--- src/rtl/ibr_pkg.sv ---
package ibr_pkg;

    // Bit of the control register that enables error responses
    localparam int ERR_EN_BIT = 15;

    // Register slot inside one 16-byte window
    typedef enum logic [1:0] {
        SLOT_ADDR = 2'd0,
        SLOT_DATA = 2'd1,
        SLOT_CTRL = 2'd2,
        SLOT_NONE = 2'd3
    } slot_e;

    // Decoded access aimed at one window
    typedef struct packed {
        logic  valid;
        logic  we;
        slot_e slot;
    } win_cmd_t;

    // Map the low nibble of a byte offset to a slot; unaligned is undefined
    function automatic slot_e slot_of(input logic [3:0] off);
        case (off)
            4'h0:    return SLOT_ADDR;
            4'h4:    return SLOT_DATA;
            4'h8:    return SLOT_CTRL;
            default: return SLOT_NONE;
        endcase
    endfunction

endpackage

--- src/rtl/ibr_decode.sv ---
module ibr_decode
    import ibr_pkg::*;
#(
    parameter int BUS_AW = 8,
    parameter int NWIN   = 2
) (
    input  logic                  bus_sel,
    input  logic                  bus_wr,
    input  logic [BUS_AW-1:0]     bus_addr,
    output win_cmd_t [NWIN-1:0]   cmd,
    output logic                  out_of_range
);
    localparam int WIN_IW = BUS_AW - 4;

    logic  [WIN_IW-1:0] win_idx;
    slot_e              slot;
    logic  [NWIN-1:0]   hit;

    assign win_idx = bus_addr[BUS_AW-1:4];
    assign slot    = slot_of(bus_addr[3:0]);

    for (genvar w = 0; w < NWIN; w++) begin : g_win
        assign hit[w]       = bus_sel && (win_idx == WIN_IW'(w));
        assign cmd[w].valid = hit[w];
        assign cmd[w].we    = bus_wr;
        assign cmd[w].slot  = slot;
    end

    assign out_of_range = bus_sel && (hit == '0);

endmodule

--- src/rtl/ibr_window.sv ---
module ibr_window
    import ibr_pkg::*;
#(
    parameter int IAW = 16,
    parameter int DW  = 32
) (
    input  logic           clk,
    input  logic           rst,
    input  win_cmd_t       cmd,
    input  logic [DW-1:0]  bus_wdata,
    output logic [IAW-1:0] int_addr,
    output logic [DW-1:0]  int_wdata,
    output logic           int_we,
    output logic           int_re,
    input  logic [DW-1:0]  int_rdata,
    input  logic           int_fail,
    output logic [DW-1:0]  resp_rdata,
    output logic           resp_err,
    output logic           err_en
);
    logic [IAW-1:0] addr_q;
    logic [DW-1:0]  buf_q;
    logic           en_q;

    logic is_addr, is_data, is_ctrl, is_none;

    assign is_addr = cmd.valid && (cmd.slot == SLOT_ADDR);
    assign is_data = cmd.valid && (cmd.slot == SLOT_DATA);
    assign is_ctrl = cmd.valid && (cmd.slot == SLOT_CTRL);
    assign is_none = cmd.valid && (cmd.slot == SLOT_NONE);

    assign int_we    = is_data && cmd.we;
    assign int_re    = is_data && !cmd.we;
    assign int_addr  = addr_q;
    assign int_wdata = bus_wdata;
    assign err_en    = en_q;

    always_ff @(posedge clk) begin
        if (rst) begin
            addr_q <= '0;
            buf_q  <= '0;
            en_q   <= 1'b0;
        end else begin
            if (is_addr && cmd.we)
                addr_q <= bus_wdata[IAW-1:0];
            if (is_ctrl && cmd.we)
                en_q <= bus_wdata[ERR_EN_BIT];
            if (int_re)
                buf_q <= int_rdata;
        end
    end

    always_comb begin
        resp_rdata = '0;
        if (cmd.valid && !cmd.we) begin
            case (cmd.slot)
                SLOT_ADDR: resp_rdata = DW'(addr_q);
                SLOT_DATA: resp_rdata = buf_q;
                SLOT_CTRL: resp_rdata[ERR_EN_BIT] = en_q;
                default:   resp_rdata = '0;
            endcase
        end
    end

    assign resp_err = en_q && ((is_data && int_fail) || is_none);


    addr_hold_chk: assert property (@(posedge clk) disable iff (rst)
        !(is_addr && cmd.we) |=> $stable(addr_q));


    buf_capture_chk: assert property (@(posedge clk) disable iff (rst)
        int_re |=> (buf_q == $past(int_rdata)));


    ctrl_hold_chk: assert property (@(posedge clk) disable iff (rst)
        !(is_ctrl && cmd.we) |=> $stable(en_q));


    buf_hold_chk: assert property (@(posedge clk) disable iff (rst)
        !int_re |=> $stable(buf_q));

endmodule

--- src/rtl/ibr_response.sv ---
module ibr_response #(
    parameter int DW   = 32,
    parameter int NWIN = 2
) (
    input  logic                     clk,
    input  logic                     rst,
    input  logic                     bus_sel,
    input  logic                     out_of_range,
    input  logic [NWIN-1:0][DW-1:0]  win_rdata,
    input  logic [NWIN-1:0]          win_err,
    input  logic [NWIN-1:0]          win_en,
    output logic                     bus_ack,
    output logic [DW-1:0]            bus_rdata,
    output logic                     bus_err
);
    logic [DW-1:0] merged_rdata;
    logic          merged_err;

    always_comb begin
        merged_rdata = '0;
        merged_err   = out_of_range && (|win_en);
        for (int w = 0; w < NWIN; w++) begin
            merged_rdata = merged_rdata | win_rdata[w];
            merged_err   = merged_err | win_err[w];
        end
    end

    always_ff @(posedge clk) begin
        if (rst) begin
            bus_ack   <= 1'b0;
            bus_rdata <= '0;
            bus_err   <= 1'b0;
        end else begin
            bus_ack   <= bus_sel;
            bus_rdata <= bus_sel ? merged_rdata : '0;
            bus_err   <= bus_sel && merged_err;
        end
    end


    ack_follow_chk: assert property (@(posedge clk) disable iff (rst)
        bus_sel |=> bus_ack);


    ack_idle_chk: assert property (@(posedge clk) disable iff (rst)
        !bus_sel |=> !bus_ack);


    idle_quiet_chk: assert property (@(posedge clk) disable iff (rst)
        !bus_ack |-> (bus_rdata == '0 && !bus_err));

endmodule

--- src/rtl/ibr_dual_window.sv ---
module ibr_dual_window
    import ibr_pkg::*;
#(
    parameter int BUS_AW = 8,
    parameter int DW     = 32,
    parameter int IAW    = 16,
    parameter int NWIN   = 2
) (
    input  logic                      clk,
    input  logic                      rst,
    input  logic                      bus_sel,
    input  logic                      bus_wr,
    input  logic [BUS_AW-1:0]         bus_addr,
    input  logic [DW-1:0]             bus_wdata,
    output logic                      bus_ack,
    output logic [DW-1:0]             bus_rdata,
    output logic                      bus_err,
    output logic [NWIN-1:0][IAW-1:0]  reg_addr,
    output logic [NWIN-1:0][DW-1:0]   reg_wdata,
    output logic [NWIN-1:0]           reg_we,
    output logic [NWIN-1:0]           reg_re,
    input  logic [NWIN-1:0][DW-1:0]   reg_rdata,
    input  logic [NWIN-1:0]           reg_fail
);
    win_cmd_t [NWIN-1:0]          cmd;
    logic                         out_of_range;
    logic     [NWIN-1:0][DW-1:0]  win_rdata;
    logic     [NWIN-1:0]          win_err;
    logic     [NWIN-1:0]          win_en;

    ibr_decode #(.BUS_AW(BUS_AW), .NWIN(NWIN)) u_decode (
        .bus_sel      (bus_sel),
        .bus_wr       (bus_wr),
        .bus_addr     (bus_addr),
        .cmd          (cmd),
        .out_of_range (out_of_range)
    );

    for (genvar w = 0; w < NWIN; w++) begin : g_win
        ibr_window #(.IAW(IAW), .DW(DW)) u_window (
            .clk        (clk),
            .rst        (rst),
            .cmd        (cmd[w]),
            .bus_wdata  (bus_wdata),
            .int_addr   (reg_addr[w]),
            .int_wdata  (reg_wdata[w]),
            .int_we     (reg_we[w]),
            .int_re     (reg_re[w]),
            .int_rdata  (reg_rdata[w]),
            .int_fail   (reg_fail[w]),
            .resp_rdata (win_rdata[w]),
            .resp_err   (win_err[w]),
            .err_en     (win_en[w])
        );
    end

    ibr_response #(.DW(DW), .NWIN(NWIN)) u_response (
        .clk          (clk),
        .rst          (rst),
        .bus_sel      (bus_sel),
        .out_of_range (out_of_range),
        .win_rdata    (win_rdata),
        .win_err      (win_err),
        .win_en       (win_en),
        .bus_ack      (bus_ack),
        .bus_rdata    (bus_rdata),
        .bus_err      (bus_err)
    );


    one_strobe_chk: assert property (@(posedge clk) disable iff (rst)
        $onehot0({reg_we, reg_re}));


    strobe_needs_req_chk: assert property (@(posedge clk) disable iff (rst)
        !bus_sel |-> ({reg_we, reg_re} == '0));

endmodule

--- config.mk ---
export PLATFORM = sky130hd
export DESIGN_NAME = ibr_dual_window
export DESIGN_NICKNAME = d
export VERILOG_FILES = /design/src/rtl/ibr_pkg.sv /design/src/rtl/ibr_decode.sv /design/src/rtl/ibr_window.sv /design/src/rtl/ibr_response.sv /design/src/rtl/ibr_dual_window.sv
export SDC_FILE = /design/constraint.sdc
export NUM_CORES = 1
export LEC_CHECK = 0
export BUFFER_PORTS_ARGS = -buffer_cell sky130_fd_sc_hd__buf_2
export CORE_MARGIN = 2
export CORE_UTILIZATION = 40
export DETAILED_ROUTE_END_ITERATION = 6
export PLACE_DENSITY = 0.7
export SYNTH_ARGS = -nofsm -noshare
export SYNTH_HDL_FRONTEND = slang
export SYNTH_SLANG_ARGS = --single-unit
--- constraint.sdc ---
create_clock -name clk -period 1.9 [get_ports clk]
set_clock_uncertainty 0.05 [all_clocks]
set_input_delay 0.19 -clock clk [delete_from_list [all_inputs] [get_ports clk]]
set_output_delay 0.19 -clock clk [all_outputs]
set_load 0.05 [all_outputs]
==> Word-level counts from Yosys, hierarchy flattened <==
Index checks and enable logic that the tools add are counted.
{ "word_totals": {"ff_bits": 132, "input_bits": 110, "output_inout_bits": 134, "elab_cells": 64} }
{ "op_classes": {"eq_ne": 6, "mux": 9, "n_bitwise": 4, "n_reduce_logical": 36} }
{ "ops": {"columns": ["operator", "count"], "rows": [
  ["$mux 32", 2],
  ["$pmux 15 s2", 2],
  ["$mux 16", 2],
  ["$or 32x32->32", 1],
  ["$logic_and 1x1->1", 27],
  ["$logic_not 4->1", 2],
  ["$pmux 1 s3", 2],
  ["$pmux 2 s3", 1],
  ["$eq 2x2->1 const B", 2],
  ["$eq 4x1->1 const B", 1],
  ["$eq 4x3->1 const B", 1],
  ["$eq 4x4->1 const B", 1],
  ["$logic_not 2->1", 2],
  ["$reduce_or 2->1", 2],
  ["$eq 2x1->1 const B", 1],
  ["$logic_or 1x1->1", 2],
  ["$or 1x1->1", 2],
  ["$logic_not 1->1", 1],
  ["$not 1->1", 1]
]} }

==> Longest topological paths before layout <==
Gate-level depths: netlist of run 1.
{ "logic_depth": {"word_depth": 10, "ltp_mapped": 6} }

==> Hierarchy <==
A second synthesis of run 1 with hierarchy kept.
{ "hier_totals": {"cells_unflattened": 693, "area_unflattened_um2": 6814.0} }
{ "by_module_without_submodules": {"columns": ["mod", "instances", "cells_per_inst", "area_each_um2", "seq_area_each_um2"], "rows": [
  ["ibr_window", 2, 288, 2857.7, 980.9],
  ["ibr_response", 1, 107, 997.2, 680.7],
  ["ibr_decode", 1, 10, 101.3, 0.0]
]} }

==> Least setup slack after synthesis of run 1 <==
Ideal clock, no wire load.
{ "synth_timing": {"kind": "input to output", "from": "in bus_addr[3]", "to": "out reg_re[0]", "t_arrival_ns": 1.821, "required_ns": 1.660, "setup_slack_ns": -0.161, "cell_stages": 6, "cell_sequence": "buf_6 -> or4b_4 -> buf_6 -> nor4_4 -> buf_6 -> buf_4"} }
{ "synth_between": {"elab_chain_cells": 5} }
{ "synth_rtl": {"columns": ["element", "line", "rtl"], "rows": [
  ["from (decl)", "ibr_dual_window.sv:13", "input logic [BUS_AW-1:0] bus_addr,"],
  ["$eq 4x4->1 (tied with other cells)", "ibr_pkg.sv:23", "case (off)"],
  ["$pmux 2 s3 *", "ibr_pkg.sv:23", null],
  ["$eq 2x1->1 *", "ibr_window.sv:28", "assign is_data = cmd.valid && (cmd.slot == SLOT_DATA);"],
  ["$logic_and 1x1->1 *", "ibr_window.sv:28", null],
  ["$logic_and 1x1->1 *", "ibr_window.sv:33", "assign int_re = is_data && !cmd.we;"],
  ["to (decl)", "ibr_dual_window.sv:21", "output logic [NWIN-1:0] reg_re,"]
]} }
Mark *: on every way between the ends. The rest lies on a longest branch, timed or not.

==> Worst setup path in the final report of run 1 <==
{ "layout_timing": {"from": "in bus_addr[5]", "to": "out reg_we[1]"} }
{ "layout_between": {"elab_chain_cells": 4} }
{ "layout_rtl": {"columns": ["element", "line", "rtl"], "rows": [
  ["$eq 4x1->1", "ibr_decode.sv:23", "assign hit[w] = bus_sel && (win_idx == WIN_IW'(w));"],
  ["$logic_and 1x1->1", "ibr_decode.sv:23", null],
  ["$logic_and 1x1->1", "ibr_window.sv:28", null],
  ["$logic_and 1x1->1", "ibr_window.sv:32", "assign int_we = is_data && cmd.we;"],
  ["to (decl)", "ibr_dual_window.sv:20", "output logic [NWIN-1:0] reg_we,"]
]} }
No other way between the ends.

==> results of run 1 <==
## layer usage
| layer | vias to the layer above | global-route usage | share of wire |
|---|---|---|---|
| met5 | - | 0 | 0 |
| met2 | 178 | 0.352 | 0.48 |
| met3 | 29 | 0.0537 | 0.061 |
| li1 | 2540 | - | - |
| met4 | 0 | 0.0670 | 0.015 |
| met1 | 2385 | 0.255 | 0.44 |
## cells by family after synthesis
kind of cell | count (synthesis) | synth area share
AO/OA/AOI/OAI | 71 | 0.0717
AND/OR/NAND/NOR | 209 | 0.203
multiplexers | 99 | 0.187
buffers and inverters | 125 | 0.121
flip-flops | 132 | 0.417
## critical path, stage by stage
cell	delay, ns
sky130_fd_sc_hd__buf_2	0.11
sky130_fd_sc_hd__or4b_4	0.58
sky130_fd_sc_hd__buf_4	0.23
sky130_fd_sc_hd__nor3_1	0.22
sky130_fd_sc_hd__buf_4	0.24
## through the flow
step,instances,setup slack [ns]
detailed placement,960,-0.174
global route,1054,0.0288
CTS,1054,0.0825
global placement,960,-0.181
finish,1054,0.0861
floorplan,636,-0.0200
## final cells by class
type / instances / area (sq um) / share of cell area
multi-input combinational: 379 / 2950 / 0.349
tap: 211 / 264 / 0.0313
clock buffer: 17 / 425 / 0.0504
inverter: 1 / 3.75 / 0.000445
timing repair buffer: 299 / 1970 / 0.234
clock inverter: 15 / 179 / 0.0212
sequential: 132 / 2640 / 0.313
## report_power, final
| part | switching [mW] | internal (mW) | total (mW) |
|---|---|---|---|
| Sequential | 0.00114 | 2.77 | 2.77 |
| Combinational | 0.380 | 0.297 | 0.677 |
| Clock | 1.29 | 2.07 | 3.36 |
| Total | 1.67 | 5.14 | 6.81 |
## synthesized netlist by cell type (2+ instances only)
cell type and number:
sky130_fd_sc_hd__and3_1 2, sky130_fd_sc_hd__mux2_2 2, sky130_fd_sc_hd__nor3_1 3, sky130_fd_sc_hd__nor2_1 19, sky130_fd_sc_hd__nor4b_1 2, sky130_fd_sc_hd__dfxtp_1 132
sky130_fd_sc_hd__buf_6 5, sky130_fd_sc_hd__nor2b_1 19, sky130_fd_sc_hd__nand4_1 36, sky130_fd_sc_hd__mux2i_1 82, sky130_fd_sc_hd__buf_1 5, sky130_fd_sc_hd__buf_4 68
sky130_fd_sc_hd__o31ai_1 32, sky130_fd_sc_hd__clkbuf_1 41, sky130_fd_sc_hd__nand3_1 2, sky130_fd_sc_hd__nand2_1 4, sky130_fd_sc_hd__a21oi_1 32, sky130_fd_sc_hd__buf_2 5
sky130_fd_sc_hd__nand2b_1 116, sky130_fd_sc_hd__mux4_2 15
## how the worst max path moves through the flow
stage,cells after the start,from,slack [ns],end
detailed placement,5,bus_addr[5],-0.17,reg_we[1]
CTS,5,bus_addr[5],0.08,reg_we[1]
global placement,5,bus_addr[5],-0.18,reg_re[0]
floorplan,5,bus_addr[5],-0.02,reg_re[0]
global route,5,bus_addr[5],0.03,reg_we[1]
finish,5,bus_addr[5],0.09,reg_we[1]
## flip-flops by register name, indices dropped and copies added (netlist names)
signal	cells
g_win.u_window.buf_q	64
g_win.u_window.int_addr	32
u_response.bus_rdata	32
g_win.u_window.err_en	2
u_response.bus_ack	1
u_response.bus_err	1
## what timing repair did
| item | 4_1_cts | 5_1_grt |
|---|---|---|
| hold buffers | 62 | 0 |
| setup endpoints to repair | 3 | 0 |
| hold endpoints to repair | 62 | 0 |
| resized for setup | 4 | 0 |
==> run summary, run 1 <==
The run finished with clean final reports. The iteration-0 DRC count of the detailed router was 240; the cell row count was 45. By startpoint and endpoint, the worst setup path is classified as input port to output pin.

The number of top-level design ports was 244. The tools report the number of buffers inserted to repair setup after CTS as 0. At the pin with the least slew margin, the transition time is 0.382 ns.

The global-route wire length before repair came out at 26600 um. The share of flip-flops with an asynchronous set or reset after synthesis came out at 0. Measured along the x axis, the die boundary spans 130 um. Setup total negative slack on the finished layout was measured at 0 ns.

The worst hold path passes through 3 cells. The worst setup path is launched from an input port. The leakage power was 3.53 nW. The highest net fanout along the worst path came out at 14. The max-cap violation count was 0; the pin count of the biggest net entering global routing was 47. The clock passes through at most 2 buffers. The finished cells cover 8440 sq um. The area of the die is 16900 sq um, and the total detailed-routing wirelength is 17200 um.

The library cells used most frequently in the layout, excluding fill and tap cells, are 190 x sky130_fd_sc_hd__buf_2, 132 x sky130_fd_sc_hd__dfxtp_1, 115 x sky130_fd_sc_hd__nand2b_1. The number of antenna diodes in the final layout is 0. The number of cells traversed by the worst register-to-register path was 2. In this run the critical register-to-register path is captured at u_response.bus_rdata[7]$_SDFF_PP0_. Flip-flop cell with the highest count after synthesis: sky130_fd_sc_hd__dfxtp_1. The tools report the number of standard cells after synthesis as 636. The highest attainable clock frequency is 551 MHz. TritonCTS built the clock tree.

The run gives 0 as the count of final max-slew check failures. The number of different library cells used by synthesis comes to 34. The design draws 6.81 mW. By area the synthesized netlist is led by sky130_fd_sc_hd__dfxtp_1 42%, sky130_fd_sc_hd__mux2i_1 13%, sky130_fd_sc_hd__nand2b_1 11%, sky130_fd_sc_hd__buf_4 8.1%, sky130_fd_sc_hd__mux4_2 5.3%.

The run gives 0.551 as the core occupancy in the finished layout. The end point of the most critical hold path was g_win[0].u_window.buf_q[8]$_SDFFE_PP0P_. Data on the critical path arrives at its endpoint at 1.57 ns. The run gives 0.417 as the proportion of synthesized chip area in sequential cells. The congestion estimate from routability-driven global placement came to 0.808.

The time the final worst path needs with I/O delays and setup was 1.81 ns. The final period utilization works out to 0.955. The library cell used most frequently in the layout, excluding fill and tap cells, is sky130_fd_sc_hd__buf_2.

Across the VDD grid, the largest voltage drop is 746 uV. The worst hold path startpoint was reg_rdata[8]. The cell area after synthesis was 6330 sq um. In this run the critical register-to-register path is launched from g_win[1].u_window.int_addr[7]$_SDFFE_PP0P_. Setup violations remaining at the end of the flow were counted as 0. From synthesis to final layout, the design area changed by 33.3%. Buffers placed on the I/O ports in this run total 195. The worst hold path belongs to the class input port to flip-flop. Data on the critical path is required at its endpoint by 1.66 ns.

The first-pass iteration count of the detailed router came out at 4. In this run the number of H-tree levels came out at 4. Hold timing on the final database bottoms out at a slack of 0.0130 ns.

After detailed placement, the total cell area comes to 7200 sq um. Setup repair after global routing left no endpoint under its margin. The number of clock buffers inserted by TritonCTS is 17, and the total of flip-flops plus latches after synthesis is 132. In this run the remaining antenna-violating nets after routing total 0. The area share of the largest cell type after synthesis came out at 0.417. Dividing the synthesized area by the synthesized cell count gives 9.95 sq um. Global-route usage over all layers: 0.206. The starting density of the core was 0.413; the net count reported at finish was 940. The run gives 0 as the remaining design rule violation count. The share of final-layout standard cells stronger than drive strength 1 was 0.349; the vertical extent of the die was 130 um. The clock transition time at the flip-flop clock pins of the worst setup and hold paths was 0.06 ns. In the final routed layout, each cell accounts on average for 16.3 um. In this run the register-to-register setup slack is 0.80 ns. Summed over all instances, the cell type with the most area after synthesis is sky130_fd_sc_hd__dfxtp_1.

Counting flops with a built-in enable in the synthesized netlist gives 0. Clock root buffer master: sky130_fd_sc_hd__clkbuf_16. The power per standard cell area came out at 807 nW/um^2.

The aggregate global routing overflow came out at 0. The logs give 0 for the initial antenna violation count and 0 for the total number of yosys warnings. The run gives 15300 sq um as the core region area.

The tools report the filler cell count in the final layout as 1389. For the via count of the first global-routing pass, the log shows 5160. STA classifies the critical path endpoint as an output pin. Detailed-placement wirelength estimate: 12000 um. The worst slew slack as a fraction of its limit is 0.745.

The total count of hold-check failures in the final report was 0; the count of clock tree sinks was 132. Synthesis produced a netlist with a net count of 746. Number of vias after detailed routing: 5132. In the routed layout, each cell is associated on average with a via count of 4.87. The later pin in the worst-skew pair is clocked with a latency of 0.42 ns.
Power figures use the tool's default switching activity.
==> run 2: changes to the inputs <==
--- a/config.mk
+++ b/config.mk
@@ -7,9 +7,11 @@
 export LEC_CHECK = 0
 export BUFFER_PORTS_ARGS = -buffer_cell sky130_fd_sc_hd__buf_2
 export CORE_MARGIN = 2
-export CORE_UTILIZATION = 40
+export CORE_UTILIZATION = 46
+export CTS_BUF_LIST = sky130_fd_sc_hd__clkbuf_8
 export DETAILED_ROUTE_END_ITERATION = 6
-export PLACE_DENSITY = 0.7
+export PLACE_DENSITY = 0.79
+export SETUP_SLACK_MARGIN = 0.1
 export SYNTH_ARGS = -nofsm -noshare
 export SYNTH_HDL_FRONTEND = slang
 export SYNTH_SLANG_ARGS = --single-unit
==> run summary, run 2 (synthesis gave the netlist of run 1 again) <==
The time the final worst path needs with I/O delays and setup is 1.74 ns (was 1.81 ns). The net count reported at finish is 953 (was 940), and the total of endpoints with negative setup slack in the final report is 0 (unchanged). The tools report the sequential cell area as 2640 sq um (unchanged).

Commonest cells after routing, fill and taps aside: 191 x sky130_fd_sc_hd__buf_2, 132 x sky130_fd_sc_hd__dfxtp_1, 115 x sky130_fd_sc_hd__nand2b_1 (was 190 x sky130_fd_sc_hd__buf_2, 132 x sky130_fd_sc_hd__dfxtp_1, 115 x sky130_fd_sc_hd__nand2b_1). For the count of final max-slew check failures, the log shows 0 (unchanged). The power per standard cell area was 700 nW/um^2 (was 807 nW/um^2); the area occupied by multi-input gates was 2950 sq um (unchanged). The number of vias after detailed routing came out at 5401 (was 5132).

Last weighted congestion value of the routability-driven placer: 0.786 (was 0.808). The element type at the critical path end is an output pin (unchanged). The run finished with clean final reports. The logs give 11200 um (was 12000 um) for the detailed-placement wirelength estimate and 0.474 (was 0.413) for the starting density of the core. For the worst slew slack as a fraction of its limit, the log shows 0.727 (was 0.745). Critical path data required time: 1.66 ns (about the same). Count of placed standard cells including taps: 925 (was 960). The clock transition time at the flip-flop clock pins of the worst setup and hold paths is 0.07 ns (was 0.06 ns), and the data arrival time of the critical path is 1.50 ns (was 1.57 ns).

Setup repair after global routing left no endpoint under its margin. The global-route usage over all layers came out at 0.237 (was 0.206). The highest attainable clock frequency was 573 MHz (was 551 MHz). TritonCTS built the clock tree.

The logs give 27100 um (was 26600 um) for the global-route wire length before repair and 0 (unchanged) for the aggregate global routing overflow. The number of buffers on the longest clock path is 2 (unchanged). The tools report the count of placed standard cells in the final layout, fillers left out as 1027 (was 1054).

The via count of the first global-routing pass came out at 5252 (was 5160). The mean number of vias per cell is 5.26 (was 4.87). The fraction of power spent switching nets came out at 0.242 (was 0.245). The run gives 0.620 (was 0.551) as the core occupancy in the finished layout.

The logs give 1071 (was 1389) for the filler cell count in the final layout and 14700 sq um (was 16900 sq um) for the area of the die. The initial antenna violation count is 0 (unchanged), and the sequential group share of total power is 0.478 (was 0.407). The logs give 414 uV (was 746 uV) for the maximum VDD drop and 3.48 nW (was 3.53 nW) for the leakage power. The most frequent standard cell in the layout excluding fill and tap cells was sky130_fd_sc_hd__buf_2 (unchanged). The startpoint kind of the worst setup timing path is an input port (unchanged). The logs give 4 (unchanged) for the H-tree depth and 443 (was 240) for the iteration-0 DRC count of the detailed router. The die span in x was 121 um (was 130 um); the number of nets with antenna violations after detailed routing was 0 (unchanged). The share of power burned in combinational logic is 0.121 (was 0.099), and the highest net fanout along the worst path is 21 (was 14).

The count of clock tree sinks came out at 132 (unchanged). The pin count of the biggest net entering global routing is 53 (was 47). The run gives 17300 um (was 17200 um) as the total detailed-routing wirelength. The first-pass iteration count of the detailed router is 5 (was 4), and the vertical extent of the die is 121 um (was 130 um).

The number of top-level design ports is 244 (unchanged), and the net load switching power is 1.40 mW (was 1.67 mW). The total count of hold-check failures in the final report was 0 (unchanged). The max-cap violation count is 0 (unchanged), and the layout overhead on the synthesized area is 30.8% (was 33.3%).

Class of the most critical setup path: input port to output pin (unchanged). The part of the total power dissipated in the clock network came out at 0.401 (was 0.494). The number of flip-flops in the largest register came out at 64 (unchanged). Type of the tightest min-delay check: input port to flip-flop (unchanged).

The logs give 5.79 mW (was 6.81 mW) for the overall power and 0.44 ns (was 0.42 ns) for the insertion delay to the later sink of the worst-skew pair. The port buffer count works out to 195 (unchanged). Total internal power: 4.39 mW (was 5.14 mW).

The tools report the remaining design rule violation count as 0 (unchanged). The actual slew at the worst max-slew pin is 0.406 ns (was 0.382 ns). The average detailed-routed wire length per instance came out at 16.9 um (was 16.3 um).

The share of final-layout standard cells stronger than drive strength 1 was 0.341 (was 0.349). Register bank with the most flops: g_win.u_window.buf_q (unchanged). The run gives 42 (was 45) as the cell row count. The run gives 17 (unchanged) as the number of clock buffers inserted by TritonCTS.

The final period utilization works out to 0.918 (was 0.955). The tools report the clock root buffer master as sky130_fd_sc_hd__clkbuf_8 (was sky130_fd_sc_hd__clkbuf_16). The run gives 13300 sq um (was 15300 sq um) as the core region area.
run 2: stage by stage:
| step | setup WS, ns | cell area [sq um] | hold slack (ns) | TNS (ns) |
|---|---|---|---|---|
| floorplan | -0.0200 | 6340 | 0.294 | -0.0200 |
| global placement | -0.154 | 7140 | 0.330 | -4.53 |
| detailed placement | -0.151 | 7140 | 0.330 | -5.13 |
| CTS | 0.133 | 8270 | 0.00210 | 0 |
| global route | 0.106 | 8280 | 0.00467 | 0 |
| finish | 0.156 | 8280 | 0.0169 | 0 |
run 2: power groups by stage:
stage / logic (mW) / registers [mW] / clock network [mW]
finish: 0.699 / 2.77 / 2.32
global route: 0.745 / 2.77 / 2.47
CTS: 0.684 / 2.77 / 2.34
detailed placement: 0.566 / 2.83 / 0
global placement: 0.562 / 2.83 / 0
floorplan: 0.569 / 2.84 / 0
run 2: final cells by class:
type | count | share of cell area
Multi-Input combinational cell | 379 | 0.356
Clock buffer | 19 | 0.0316
Antenna cell | 1 | 0.000302
Timing Repair Buffer | 312 | 0.252
Tap cell | 176 | 0.0266
Inverter | 1 | 0.000453
Clock inverter | 7 | 0.0135
Sequential cell | 132 | 0.319
run 2: worst max-delay path: stages:
cell and delay [ns]:
sky130_fd_sc_hd__buf_2 0.10, sky130_fd_sc_hd__or4b_4 0.58, sky130_fd_sc_hd__buf_12 0.18, sky130_fd_sc_hd__nor3_2 0.21
sky130_fd_sc_hd__buf_4 0.23
run 2: what timing repair did:
item | in CTS | in global routing
hold endpoints to repair | 78 | 0
hold buffers | 73 | 0
buffers inserted | 1 | 1
resized for setup | 6 | 0
pin swaps | 1 | 1
setup endpoints to repair | 3 | 1
run 2: metal layers:
layer  global-route usage  routed length [um]
met5                    0                   0
met4                0.108                 617
met3               0.0587                1140
met2                0.398                8500
met1                0.285                7090
run 2: worst paths after layout:
| path | startpoint | to | slack [ns] | depth (start not counted) |
|---|---|---|---|---|
| max | bus_addr[0] | reg_re[1] | 0.16 | 5 |
| max reg2reg | g_win[1].u_window.int_addr[14]$_SDFFE_PP0P_ | u_response.bus_rdata[14]$_SDFF_PP0_ | 0.78 | 2 |
| min | bus_wdata[1] | g_win[1].u_window.int_addr[1]$_SDFFE_PP0P_ | 0.02 | 3 |
| min reg2reg | g_win[1].u_window.buf_q[2]$_SDFFE_PP0P_ | g_win[1].u_window.buf_q[2]$_SDFFE_PP0P_ | 0.42 | 2 |
==> run 3: changes to the inputs <==
--- a/config.mk
+++ b/config.mk
@@ -7,10 +7,10 @@
 export LEC_CHECK = 0
 export BUFFER_PORTS_ARGS = -buffer_cell sky130_fd_sc_hd__buf_2
 export CORE_MARGIN = 2
-export CORE_UTILIZATION = 46
+export CORE_UTILIZATION = 40
 export CTS_BUF_LIST = sky130_fd_sc_hd__clkbuf_8
 export DETAILED_ROUTE_END_ITERATION = 6
-export PLACE_DENSITY = 0.79
+export PLACE_DENSITY = 0.7
 export SETUP_SLACK_MARGIN = 0.1
 export SYNTH_ARGS = -nofsm -noshare
 export SYNTH_HDL_FRONTEND = slang
==> run summary, run 3 (synthesis gave the netlist of run 1 again) <==
The global routing usage on met3 came out at 0.0562 (was 0.0587). The post-layout instance area was 8460 sq um (was 8280 sq um); the number of cells traversed by the worst register-to-register path was 2 (unchanged). The gate family responsible for the most delay along the worst path was simple AND/OR/NAND/NOR gates (unchanged).

The number of inserted diodes was 0 (was 1). The number of clock buffers inserted by TritonCTS is 17 (unchanged). The startpoint kind of the worst setup timing path was an input port (unchanged). For the count of placed standard cells including taps, the log shows 954 (was 925). Most frequent standard cell in the layout excluding fill and tap cells: sky130_fd_sc_hd__buf_2 (unchanged).

Setup repair after global routing left no endpoint under its margin. The data arrival time of the critical path was 1.52 ns (was 1.50 ns); the die span in x was 130 um (was 121 um). The count of placed standard cells in the final layout, fillers left out is 1066 (was 1027), and the actual slew at the worst max-slew pin is 0.388 ns (was 0.406 ns). The worst hold path stage count was 3 (unchanged); the number of vias after detailed routing was 5221 (was 5401).

The global-route usage over all layers came out at 0.198 (was 0.237). The logs give 952 (was 953) for the net count reported at finish and 0.344 (was 0.398) for the met2 capacity usage during global routing. The register bank with the most flops is g_win.u_window.buf_q (unchanged). The insertion delay to the later sink of the worst-skew pair was 0.44 ns (about the same).

The average detailed-routed wire length per instance was 15.9 um (was 16.9 um); the met1 capacity usage during global routing was 0.238 (was 0.285). The end point of the most critical hold path was g_win[0].u_window.buf_q[15]$_SDFFE_PP0P_ (was g_win[1].u_window.int_addr[1]$_SDFFE_PP0P_). The type of the tightest min-delay check was input port to flip-flop (unchanged).

The logs give 0 (unchanged) for the remaining design rule violation count and 16900 sq um (was 14700 sq um) for the area of the die. The run gives 4 (unchanged) as the H-tree depth. TritonCTS built the clock tree. The run gives 0 (unchanged) as the total of endpoints with negative setup slack in the final report. Number of nets with antenna violations after detailed routing: 0 (unchanged).

Cell Chain, Critical Path: buf_2 -> or4b_4 -> buf_8 -> nor3_2 -> buf_4 (was buf_2 -> or4b_4 -> buf_12 -> nor3_2 -> buf_4). Worst hold path startpoint: reg_rdata[15] (was bus_wdata[1]). Worst reg2reg path startpoint: g_win[1].u_window.int_addr[7]$_SDFFE_PP0P_ (was g_win[1].u_window.int_addr[14]$_SDFFE_PP0P_). The aggregate global routing overflow is 0 (unchanged), and the last weighted congestion value of the routability-driven placer is 0.816 (was 0.786). For the highest attainable clock frequency, the log shows 568 MHz (was 573 MHz). For the maximum VDD drop, the log shows 480 uV (was 414 uV).

For the starting density of the core, the log shows 0.413 (was 0.474). The tools report the count of final max-slew check failures as 0 (unchanged). The power per standard cell area works out to 720 nW/um^2 (was 700 nW/um^2). Number of top-level design ports: 244 (unchanged). The total detailed-routing wirelength came out at 16900 um (was 17300 um). The time the final worst path needs with I/O delays and setup was 1.76 ns (was 1.74 ns); the via count of the first global-routing pass was 5042 (was 5252). The tools report the element type at the critical path end as an output pin (unchanged).

Max-cap violation count: 0 (unchanged). Overall power: 6.09 mW (was 5.79 mW). The clock root buffer master was sky130_fd_sc_hd__clkbuf_8 (unchanged). For the placement-stage worst setup slack, the log shows -0.189 ns (was -0.151 ns).

The leakage power is 3.52 nW (was 3.48 nW), and the critical path data required time is 1.66 ns (about the same). Commonest cells after routing, fill and taps aside: 190 x sky130_fd_sc_hd__buf_2, 132 x sky130_fd_sc_hd__dfxtp_1, 115 x sky130_fd_sc_hd__nand2b_1 (was 191 x sky130_fd_sc_hd__buf_2, 132 x sky130_fd_sc_hd__dfxtp_1, 115 x sky130_fd_sc_hd__nand2b_1). The logs give 2 (unchanged) for the number of buffers on the longest clock path and 0 (unchanged) for the total count of hold-check failures in the final report. The worst-case setup margin in the final layout is 0.141 ns (was 0.156 ns).

Highest-utilization routing layer at the global route stage: met2 (unchanged). The logs give 25500 um (was 27100 um) for the global-route wire length before repair and 0 (unchanged) for the initial antenna violation count. Buffer and inverter count on the worst path: 3 (unchanged). The cell with the largest stage delay on the worst path was sky130_fd_sc_hd__or4b_4 (unchanged). The run gives 7180 sq um (was 7140 sq um) as the placed instance area.

The port buffer count is 195 (unchanged), and the detailed-placement wirelength estimate is 11300 um (was 11200 um). The run gives 15300 sq um (was 13300 sq um) as the core region area. The class of the most critical setup path was input port to output pin (unchanged).

The clock transition time at the flip-flop clock pins of the worst setup and hold paths came out at 0.07 ns (about the same). Number of flip-flops in the largest register: 64 (unchanged). Share of final-layout standard cells stronger than drive strength 1: 0.339 (was 0.341). The layout overhead on the synthesized area works out to 33.6% (was 30.8%). The vertical extent of the die was 130 um (was 121 um); the setup total negative slack was 0 ns (unchanged). The pin count of the biggest net entering global routing is 49 (was 53), and the highest net fanout along the worst path is 27 (was 21). The logs give 0.741 (was 0.727) for the worst slew slack as a fraction of its limit and 333 (was 443) for the iteration-0 DRC count of the detailed router. The beginning of the critical path is bus_addr[5] (was bus_addr[0]).

The tools report the slack of the worst reg-to-reg path as 0.79 ns (was 0.78 ns). The tools report the reg-to-reg critical path endpoint as u_response.bus_rdata[7]$_SDFF_PP0_ (was u_response.bus_rdata[14]$_SDFF_PP0_). For the count of clock tree sinks, the log shows 132 (unchanged).

The flow ran to the end, and the final reports show no timing, DRC or antenna violations. The tools report the cell row count as 45 (was 42). The final period utilization was 0.926 (was 0.918); the longest individual stage delay on the worst path was 0.59 ns (was 0.58 ns).

The mean number of vias per cell is 4.90 (was 5.26), and the first-pass iteration count of the detailed router is 5 (unchanged).
## run 3: changes by cell type in the layout (fill, tap and decap cells not counted), sizes merged
cell         change
inv              +2
clkinv           +2
dlygate4sd3      +5
buf              -6
bufinv           +1
clkinvlp         +1
diode            -1
## run 3: cell type report
type	count	area, sq um
clock inverter	13	183
fill	1356	6860
clock buffer	19	262
sequential	132	2640
multi-input combinational	379	2960
timing repair buffer	311	2140
tap	211	264
inverter	1	3.75
## run 3: layer usage
metal | vias up | share of wire | routed length, um
met4 | 0 | 0.015 | 248
met3 | 26 | 0.078 | 1320
met5 | - | 0 | 0
met2 | 202 | 0.49 | 8360
li1 | 2564 | - | -
met1 | 2429 | 0.41 | 7000
## run 3: how the worst max path moves through the flow
stage / to / slack, ns / depth (start not counted)
floorplan: reg_re[0] / -0.02 / 5
detailed placement: reg_we[1] / -0.19 / 5
global placement: reg_re[0] / -0.18 / 5
finish: reg_we[1] / 0.14 / 5
CTS: reg_we[1] / 0.11 / 5
global route: reg_we[1] / 0.11 / 5
## run 3: timing repair
item | 4_1_cts | 5_1_grt
hold endpoints to repair | 93 | 0
buffers inserted | 2 | 0
pin swaps | 2 | 0
hold buffers | 78 | 0
setup endpoints to repair | 3 | 3
resized for setup | 7 | 3
## run 3: tightest hold or removal path, stage by stage
cell	delay, ns
sky130_fd_sc_hd__buf_2	0.09
sky130_fd_sc_hd__nand2b_1	0.12
sky130_fd_sc_hd__mux2i_1	0.09
## run 3: stage by stage
step / util / hold slack [ns]
floorplan: - / 0.294
global placement: 0.469 / 0.331
detailed placement: 0.469 / 0.331
CTS: 0.551 / 0.00626
global route: 0.552 / 0.0246
finish: 0.552 / 0.0577
## run 3: report_power, final
group | internal (mW) | total [mW] | switching (mW)
Sequential | 2.77 | 2.77 | 0.00110
Clock | 1.50 | 2.61 | 1.12
Combinational | 0.317 | 0.704 | 0.387
